==> src/rtl/lkmem_pkg.sv <==
package lkmem_pkg;

    typedef enum logic {
        OP_READ  = 1'b0,
        OP_WRITE = 1'b1
    } op_e;

    // width of a field able to index n items (at least one bit)
    function automatic int unsigned idx_width(int unsigned n);
        return (n < 2) ? 1 : $clog2(n);
    endfunction

endpackage

==> src/rtl/lkmem_bank.sv <==
module lkmem_bank #(
    parameter int DATA_W = 16,
    parameter int ROW_W  = 4
) (
    input  logic              clk,
    input  logic              we,
    input  logic [ROW_W-1:0]  row,
    input  logic [DATA_W-1:0] wdata,
    output logic [DATA_W-1:0] rdata
);
    localparam int DEPTH = 1 << ROW_W;

    logic [DATA_W-1:0] mem [DEPTH];

    always_ff @(posedge clk) begin
        if (we) mem[row] <= wdata;
    end

    assign rdata = mem[row];

endmodule

==> src/rtl/lkmem_seq.sv <==
module lkmem_seq
    import lkmem_pkg::*;
#(
    parameter int ACC_CYC = 4,
    parameter int ROW_W   = 4
) (
    input  logic             clk,
    input  logic             rst,
    input  logic             rd_start,
    input  logic             wr_commit,
    input  logic             lat_full,
    input  logic [ROW_W-1:0] rd_row,
    input  logic [ROW_W-1:0] cm_row,
    output logic             busy,
    output op_e              op,
    output logic [ROW_W-1:0] row,
    output logic             done,
    output logic             accept_wr,
    output logic             commit_err
);
    localparam int CNT_W = idx_width(ACC_CYC);

    logic             busy_q;
    logic [CNT_W-1:0] cnt_q;
    op_e              op_q;
    logic [ROW_W-1:0] row_q;
    logic             err_q;

    logic rd_go, wr_try, wr_go;

    always_comb begin
        rd_go  = rd_start && !busy_q;
        wr_try = wr_commit && !busy_q && !rd_start;
        wr_go  = wr_try && lat_full;
    end

    always_ff @(posedge clk) begin
        if (rst) begin
            busy_q <= 1'b0;
            cnt_q  <= '0;
            op_q   <= OP_READ;
            row_q  <= '0;
            err_q  <= 1'b0;
        end else begin
            err_q <= wr_try && !lat_full;
            if (rd_go || wr_go) begin
                busy_q <= 1'b1;
                cnt_q  <= CNT_W'(ACC_CYC - 1);
                op_q   <= rd_go ? OP_READ : OP_WRITE;
                row_q  <= rd_go ? rd_row : cm_row;
            end else if (busy_q && cnt_q == '0) begin
                busy_q <= 1'b0;
            end else if (busy_q) begin
                cnt_q <= cnt_q - 1'b1;
            end
        end
    end

    assign busy       = busy_q;
    assign op         = op_q;
    assign row        = row_q;
    assign done       = busy_q && (cnt_q == '0);
    assign accept_wr  = wr_go;
    assign commit_err = err_q;

endmodule

==> src/rtl/lkmem_wlat.sv <==
module lkmem_wlat #(
    parameter int NUM_BANKS = 4,
    parameter int DATA_W    = 16,
    parameter int BANK_W    = 2
) (
    input  logic              clk,
    input  logic              rst,
    input  logic              ld_en,
    input  logic              ld_block,
    input  logic [BANK_W-1:0] ld_sel,
    input  logic [DATA_W-1:0] ld_data,
    input  logic              clear,
    output logic              full,
    output logic [DATA_W-1:0] lat [NUM_BANKS]
);
    logic [NUM_BANKS-1:0] loaded_q;
    logic                 ld_ok;

    assign ld_ok = ld_en && !ld_block;

    for (genvar b = 0; b < NUM_BANKS; b++) begin : g_lat
        always_ff @(posedge clk) begin
            if (rst) begin
                lat[b]      <= '0;
                loaded_q[b] <= 1'b0;
            end else if (clear) begin
                loaded_q[b] <= 1'b0;
            end else if (ld_ok && ld_sel == BANK_W'(b)) begin
                lat[b]      <= ld_data;
                loaded_q[b] <= 1'b1;
            end
        end
    end

    assign full = &loaded_q;

endmodule

==> src/rtl/lkmem_drain.sv <==
module lkmem_drain #(
    parameter int NUM_BANKS = 4,
    parameter int DATA_W    = 16,
    parameter int BANK_W    = 2
) (
    input  logic              clk,
    input  logic              rst,
    input  logic              capture,
    input  logic [DATA_W-1:0] in_words [NUM_BANKS],
    output logic              out_valid,
    output logic              out_last,
    output logic [BANK_W-1:0] out_bank,
    output logic [DATA_W-1:0] out_data
);
    localparam logic [BANK_W-1:0] LAST_IDX = BANK_W'(NUM_BANKS - 1);

    logic [DATA_W-1:0] words_q [NUM_BANKS];
    logic              active_q;
    logic [BANK_W-1:0] idx_q;

    for (genvar b = 0; b < NUM_BANKS; b++) begin : g_hold
        always_ff @(posedge clk) begin
            if (rst)          words_q[b] <= '0;
            else if (capture) words_q[b] <= in_words[b];
        end
    end

    always_ff @(posedge clk) begin
        if (rst) begin
            active_q <= 1'b0;
            idx_q    <= '0;
        end else if (capture) begin
            active_q <= 1'b1;
            idx_q    <= '0;
        end else if (active_q) begin
            if (idx_q == LAST_IDX) active_q <= 1'b0;
            idx_q <= idx_q + 1'b1;
        end
    end

    assign out_valid = active_q;
    assign out_last  = active_q && (idx_q == LAST_IDX);
    assign out_bank  = idx_q;
    assign out_data  = words_q[idx_q];

endmodule

==> src/rtl/lockstep_mem.sv <==
module lockstep_mem
    import lkmem_pkg::*;
#(
    parameter int NUM_BANKS = 4,
    parameter int ADDR_W    = 6,
    parameter int DATA_W    = 16,
    parameter int ACC_CYC   = 4,
    localparam int BANK_W   = idx_width(NUM_BANKS),
    localparam int ROW_W    = ADDR_W - BANK_W
) (
    input  logic              clk,
    input  logic              rst,
    input  logic              rd_start,
    input  logic [ADDR_W-1:0] rd_addr,
    input  logic              ld_en,
    input  logic [ADDR_W-1:0] ld_addr,
    input  logic [DATA_W-1:0] ld_data,
    input  logic              wr_commit,
    input  logic [ADDR_W-1:0] cm_addr,
    output logic              busy,
    output logic              commit_err,
    output logic              out_valid,
    output logic              out_last,
    output logic [BANK_W-1:0] out_bank,
    output logic [DATA_W-1:0] out_data
);
    op_e               op;
    logic [ROW_W-1:0]  row;
    logic              done;
    logic              accept_wr;
    logic              lat_full;
    logic              bank_we;
    logic              capture;
    logic              ld_block;
    logic [DATA_W-1:0] wlat  [NUM_BANKS];
    logic [DATA_W-1:0] rword [NUM_BANKS];

    // fields that are not used by the given request kind
    logic unused_fields;
    assign unused_fields = ^{rd_addr[BANK_W-1:0], cm_addr[BANK_W-1:0],
                             ld_addr[ADDR_W-1:BANK_W]};

    lkmem_seq #(
        .ACC_CYC (ACC_CYC),
        .ROW_W   (ROW_W)
    ) u_seq (
        .clk        (clk),
        .rst        (rst),
        .rd_start   (rd_start),
        .wr_commit  (wr_commit),
        .lat_full   (lat_full),
        .rd_row     (rd_addr[ADDR_W-1:BANK_W]),
        .cm_row     (cm_addr[ADDR_W-1:BANK_W]),
        .busy       (busy),
        .op         (op),
        .row        (row),
        .done       (done),
        .accept_wr  (accept_wr),
        .commit_err (commit_err)
    );

    assign bank_we  = done && (op == OP_WRITE);
    assign capture  = done && (op == OP_READ);
    assign ld_block = (busy && op == OP_WRITE) || accept_wr;

    lkmem_wlat #(
        .NUM_BANKS (NUM_BANKS),
        .DATA_W    (DATA_W),
        .BANK_W    (BANK_W)
    ) u_wlat (
        .clk      (clk),
        .rst      (rst),
        .ld_en    (ld_en),
        .ld_block (ld_block),
        .ld_sel   (ld_addr[BANK_W-1:0]),
        .ld_data  (ld_data),
        .clear    (accept_wr),
        .full     (lat_full),
        .lat      (wlat)
    );

    for (genvar b = 0; b < NUM_BANKS; b++) begin : g_bank
        lkmem_bank #(
            .DATA_W (DATA_W),
            .ROW_W  (ROW_W)
        ) u_bank (
            .clk   (clk),
            .we    (bank_we),
            .row   (row),
            .wdata (wlat[b]),
            .rdata (rword[b])
        );
    end

    lkmem_drain #(
        .NUM_BANKS (NUM_BANKS),
        .DATA_W    (DATA_W),
        .BANK_W    (BANK_W)
    ) u_drain (
        .clk       (clk),
        .rst       (rst),
        .capture   (capture),
        .in_words  (rword),
        .out_valid (out_valid),
        .out_last  (out_last),
        .out_bank  (out_bank),
        .out_data  (out_data)
    );

endmodule

==> config.mk <==
export PLATFORM = sky130hd
export DESIGN_NAME = lockstep_mem
export DESIGN_NICKNAME = d
export VERILOG_FILES = /design/src/rtl/lkmem_pkg.sv /design/src/rtl/lkmem_bank.sv /design/src/rtl/lkmem_seq.sv /design/src/rtl/lkmem_wlat.sv /design/src/rtl/lkmem_drain.sv /design/src/rtl/lockstep_mem.sv
export SDC_FILE = /design/constraint.sdc
export NUM_CORES = 1
export LEC_CHECK = 0
export CAP_MARGIN = 20
export CORE_ASPECT_RATIO = 0.6
export CORE_MARGIN = 2
export CORE_UTILIZATION = 41
export CTS_CLUSTER_SIZE = 14
export DETAILED_ROUTE_END_ITERATION = 8
export PLACE_DENSITY = 0.53
export RECOVER_POWER = 100
export SLEW_MARGIN = 20
export SYNTH_ARGS = -nofsm -noshare
export SYNTH_HDL_FRONTEND = slang
export SYNTH_HIERARCHICAL = 1
export SYNTH_SLANG_ARGS = --single-unit
export TNS_END_PERCENT = 5
==> constraint.sdc <==
create_clock -name clk -period 4.4 [get_ports clk]
set_input_delay 0.88 -clock clk [delete_from_list [all_inputs] [get_ports clk]]
set_output_delay 0.88 -clock clk [all_outputs]
set_load 0.01 [all_outputs]
==> results.md <==
* Period utilization at 0.8988
* Pint at 17.68 mW
* Post-synth EDFFs at 1088
* Max cap viols at 3
* Die area at 112600 um^2
* Worst hold margin at 0.5136 ns
* DR vias/cell at 5.616
* P_sw at 4.984 mW
* Routability cong. at 0.7835
* Pre-antenna DRT Iters at 5
* Setup violators final at 0
* CTS resizes at 0
* Area leader, netlist: edfxtp_1
* Clk slew on worst S/H paths at 0.06 ns
* Delay-heaviest family, CP: buffers and inverters
* DR iter-0 viols at 2196
* Crit path kind: flip-flop to output port
* Fmax at 252.9 MHz
* Crit path max fanout at 9
* Failing checks: max-capacitance violations, max-slew violations
* Starting Density at 0.4121
* Final ANT Viol Nets at 0
* H-tree Lvls at 3
* Run status: finished, violations left
* Row cnt at 94
* Tot Pwr at 22.67 mW
* RSZ-0062 raised after global routing: no
* Min Tclk post-route at 3.955 ns
* Top post-synthesis cells by area: edfxtp_1 73%, mux4_2 12%, dfxtp_1 3.6%
* Crit start category: flip-flop
* Slowest stage delay, CP at 0.72 ns
* Synthesized Nets at 2182
* All-Layer GR Usage at 0.1924
* Num CTS Buffers at 107
* Pleak at 17.35 nW
* VDD IR max at 0.3373 mV
* Total number of vias at 21490
* Grt total ovfl at 0
* Final-layout fill cell count at 9080
* Setup TNS Final at 0 ns
* Non-Filler Instances at 3827
* Global-route wire length before repair at 153200 um
* Most frequent cell after synthesis: edfxtp_1
* CTS sink cnt at 1170
* Post-synth top cells: 1088 x edfxtp_1, 247 x mux4_2, 128 x a22oi_1, 89 x nand2b_1, 82 x dfxtp_1
* Flop-to-flop setup slack at 0.45 ns
* Area share of the largest cell type after synthesis at 0.7256
* Cell variety after synth at 37
* Synth Warn # at 6
* CTS root buffer: clkbuf_16
* Post-synthesis sequential area ratio at 0.7620
* Hold-fix buffers, CTS at 0
* Die Span X at 431.8 um
* Vias in the first global route at 21070
* CTS tree: done
* Cell Chain, Critical Path: clkbuf_1, mux4_1, clkdlybuf4s50_1
* Syn Area/Cell at 21.03 um^2
* Clk_skew at 0.03279 ns
* Synth Instances at 2141
* Area of the mapped netlist at 45030 um^2
* Postcts setup bufs at 0
* Fin nets at 2335
* Number of synthesized register bits at 1170
* Routed WL at 108100 um
* Relative slew slack at -0.1459
* CP arrival at 3.07 ns
* Final hold vios at 0
* Reg power frac at 0.546
* Antenna violations before repair at 11
* Largest net degree at the start of global routing at 74
* Main flop type after synthesis: edfxtp_1
* Slowest CP cell: mux4_1
* Worst Tran Pin Value at 1.719 ns
* Hpwl dp at 67070 um
* Placed Cells at 3625
* Area Growth Syn to Fin at 12.51%
* Sw frac at 0.2199
* Synth async-reset ratio at 0
* Ratio of cells with drive above 1 in the final layout at 0.2018
* Slew Viols, Final at 137
* Core footprint at 109300 um^2
* I/O pin count at 61
* Pwr dens at 447.5 nW/um^2
* CP bufs+invs at 2
* Worst skew pair latency at 0.72 ns
* Port bufs at 52
* Hold Crit Class: flip-flop to flip-flop
* Clock power frac at 0.396
* CP required at 3.52 ns
* CP Capture Type: output port
* Comb power frac at 0.058
* Drt wl/cell at 28.25 um
* DRC viols at 0
* Clock Tree Buf Depth at 3
* Die Ht at 260.7 um
## per-stage QoR
stage | instance area [um^2] | util | worst slack [ns]
final | 50660 | 0.4637 | 0.4455
after global routing | 50650 | 0.4636 | 0.2548
after CTS | 51090 | 0.4676 | 0.5167
after detailed placement | 47740 | 0.4370 | 1.128
after global placement | 47740 | 0.4370 | 1.172
after floorplan | 45030 | - | 1.289
## final timing paths
path,startpoint,end,cells past startpoint
setup / recovery,flip-flop,out_data[2],3
hold / removal,u_wlat/loaded_q[2],u_wlat/loaded_q[2],2
setup reg to reg,u_seq/cnt_q[0],g_bank[3].u_bank/mem[8][0],8
hold reg to reg,u_wlat/loaded_q[2],u_wlat/loaded_q[2],2
## layout by cell type (no fill, tap or decap), types with 23 or more instances in the layout
cell type	netlist	routed
mux4_2	247	247
nand2b_1	89	90
nor3_1	25	23
a22oi_1	128	128
clkbuf_16	0	109
buf_4	9	28
clkbuf_1	72	93
nand2_1	71	73
mux4_1	25	25
dfxtp_1	82	80
clkdlybuf4s50_1	0	33
edfxtp_1	1088	1088
nor2_1	59	39
and2_0	0	53
mux2i_1	69	69
## power groups by stage
stage	clock [mW]	combinational [mW]	sequential, mW
final	8.98	1.32	12.4
after global routing	9.64	1.41	12.4
after CTS	9.19	1.35	12.4
after detailed placement	0	1.34	12.6
after global placement	0	1.34	12.6
after floorplan	0	0.905	12.5
## sequential cells by signal (all words and copies together) (netlist names), named ones only
signal	flops
u_seq/cnt_q	2
u_wlat/loaded_q	4
u_drain/words_q	64
u_drain/out_bank	2
u_seq/row	4
u_seq/busy	1
u_wlat/lat	64
u_seq/commit_err	1
u_seq/op	1
g_bank.u_bank/mem	1024
u_drain/out_valid	1
## kinds of logic (layout without fill, tap and decap cells)
family                   Yosys count  in the layout  share of synthesized area
flip-flops                      1170           1170                     0.7620
AND/OR/NAND/NOR                  356            356                    0.04276
multiplexers                     342            342                     0.1537
AO/OA/AOI/OAI                    143            143                    0.02334
buffers and inverters            126            369                    0.01723
adder cells (fa/ha/maj)            2              2                  0.0005556
XOR/XNOR                           2              2                  0.0003891
other                              0              3                          0
## per-layer routing
metal	routed length, um	GRT usage	up-vias
li1	-	-	9100
met1	51480	0.3050	11550
met2	45780	0.2682	728
met3	9089	0.04627	113
met4	1763	0.03992	0
met5	0	0	-
## cell type report
| cell class | instances | area [um^2] | area share |
|---|---|---|---|
| clock inverter | 51 | 380.4 | 0.007508 |
| inverter | 5 | 18.77 | 0.0003705 |
| clock buffer | 148 | 2964 | 0.05851 |
| multi-input combinational | 845 | 9980 | 0.1970 |
| sequential | 1170 | 34320 | 0.6774 |
| tap | 1440 | 1802 | 0.03556 |
| antenna | 3 | 7.507 | 0.0001482 |
| timing repair buffer | 165 | 1192 | 0.02354 |
## tightest hold or removal path, cell delays in order, from the launching register on
cell,delay (ns)
dfxtp_1,0.31
a21oi_1,0.11
nor3_1,0.05
(Power assumes the default switching activity.)
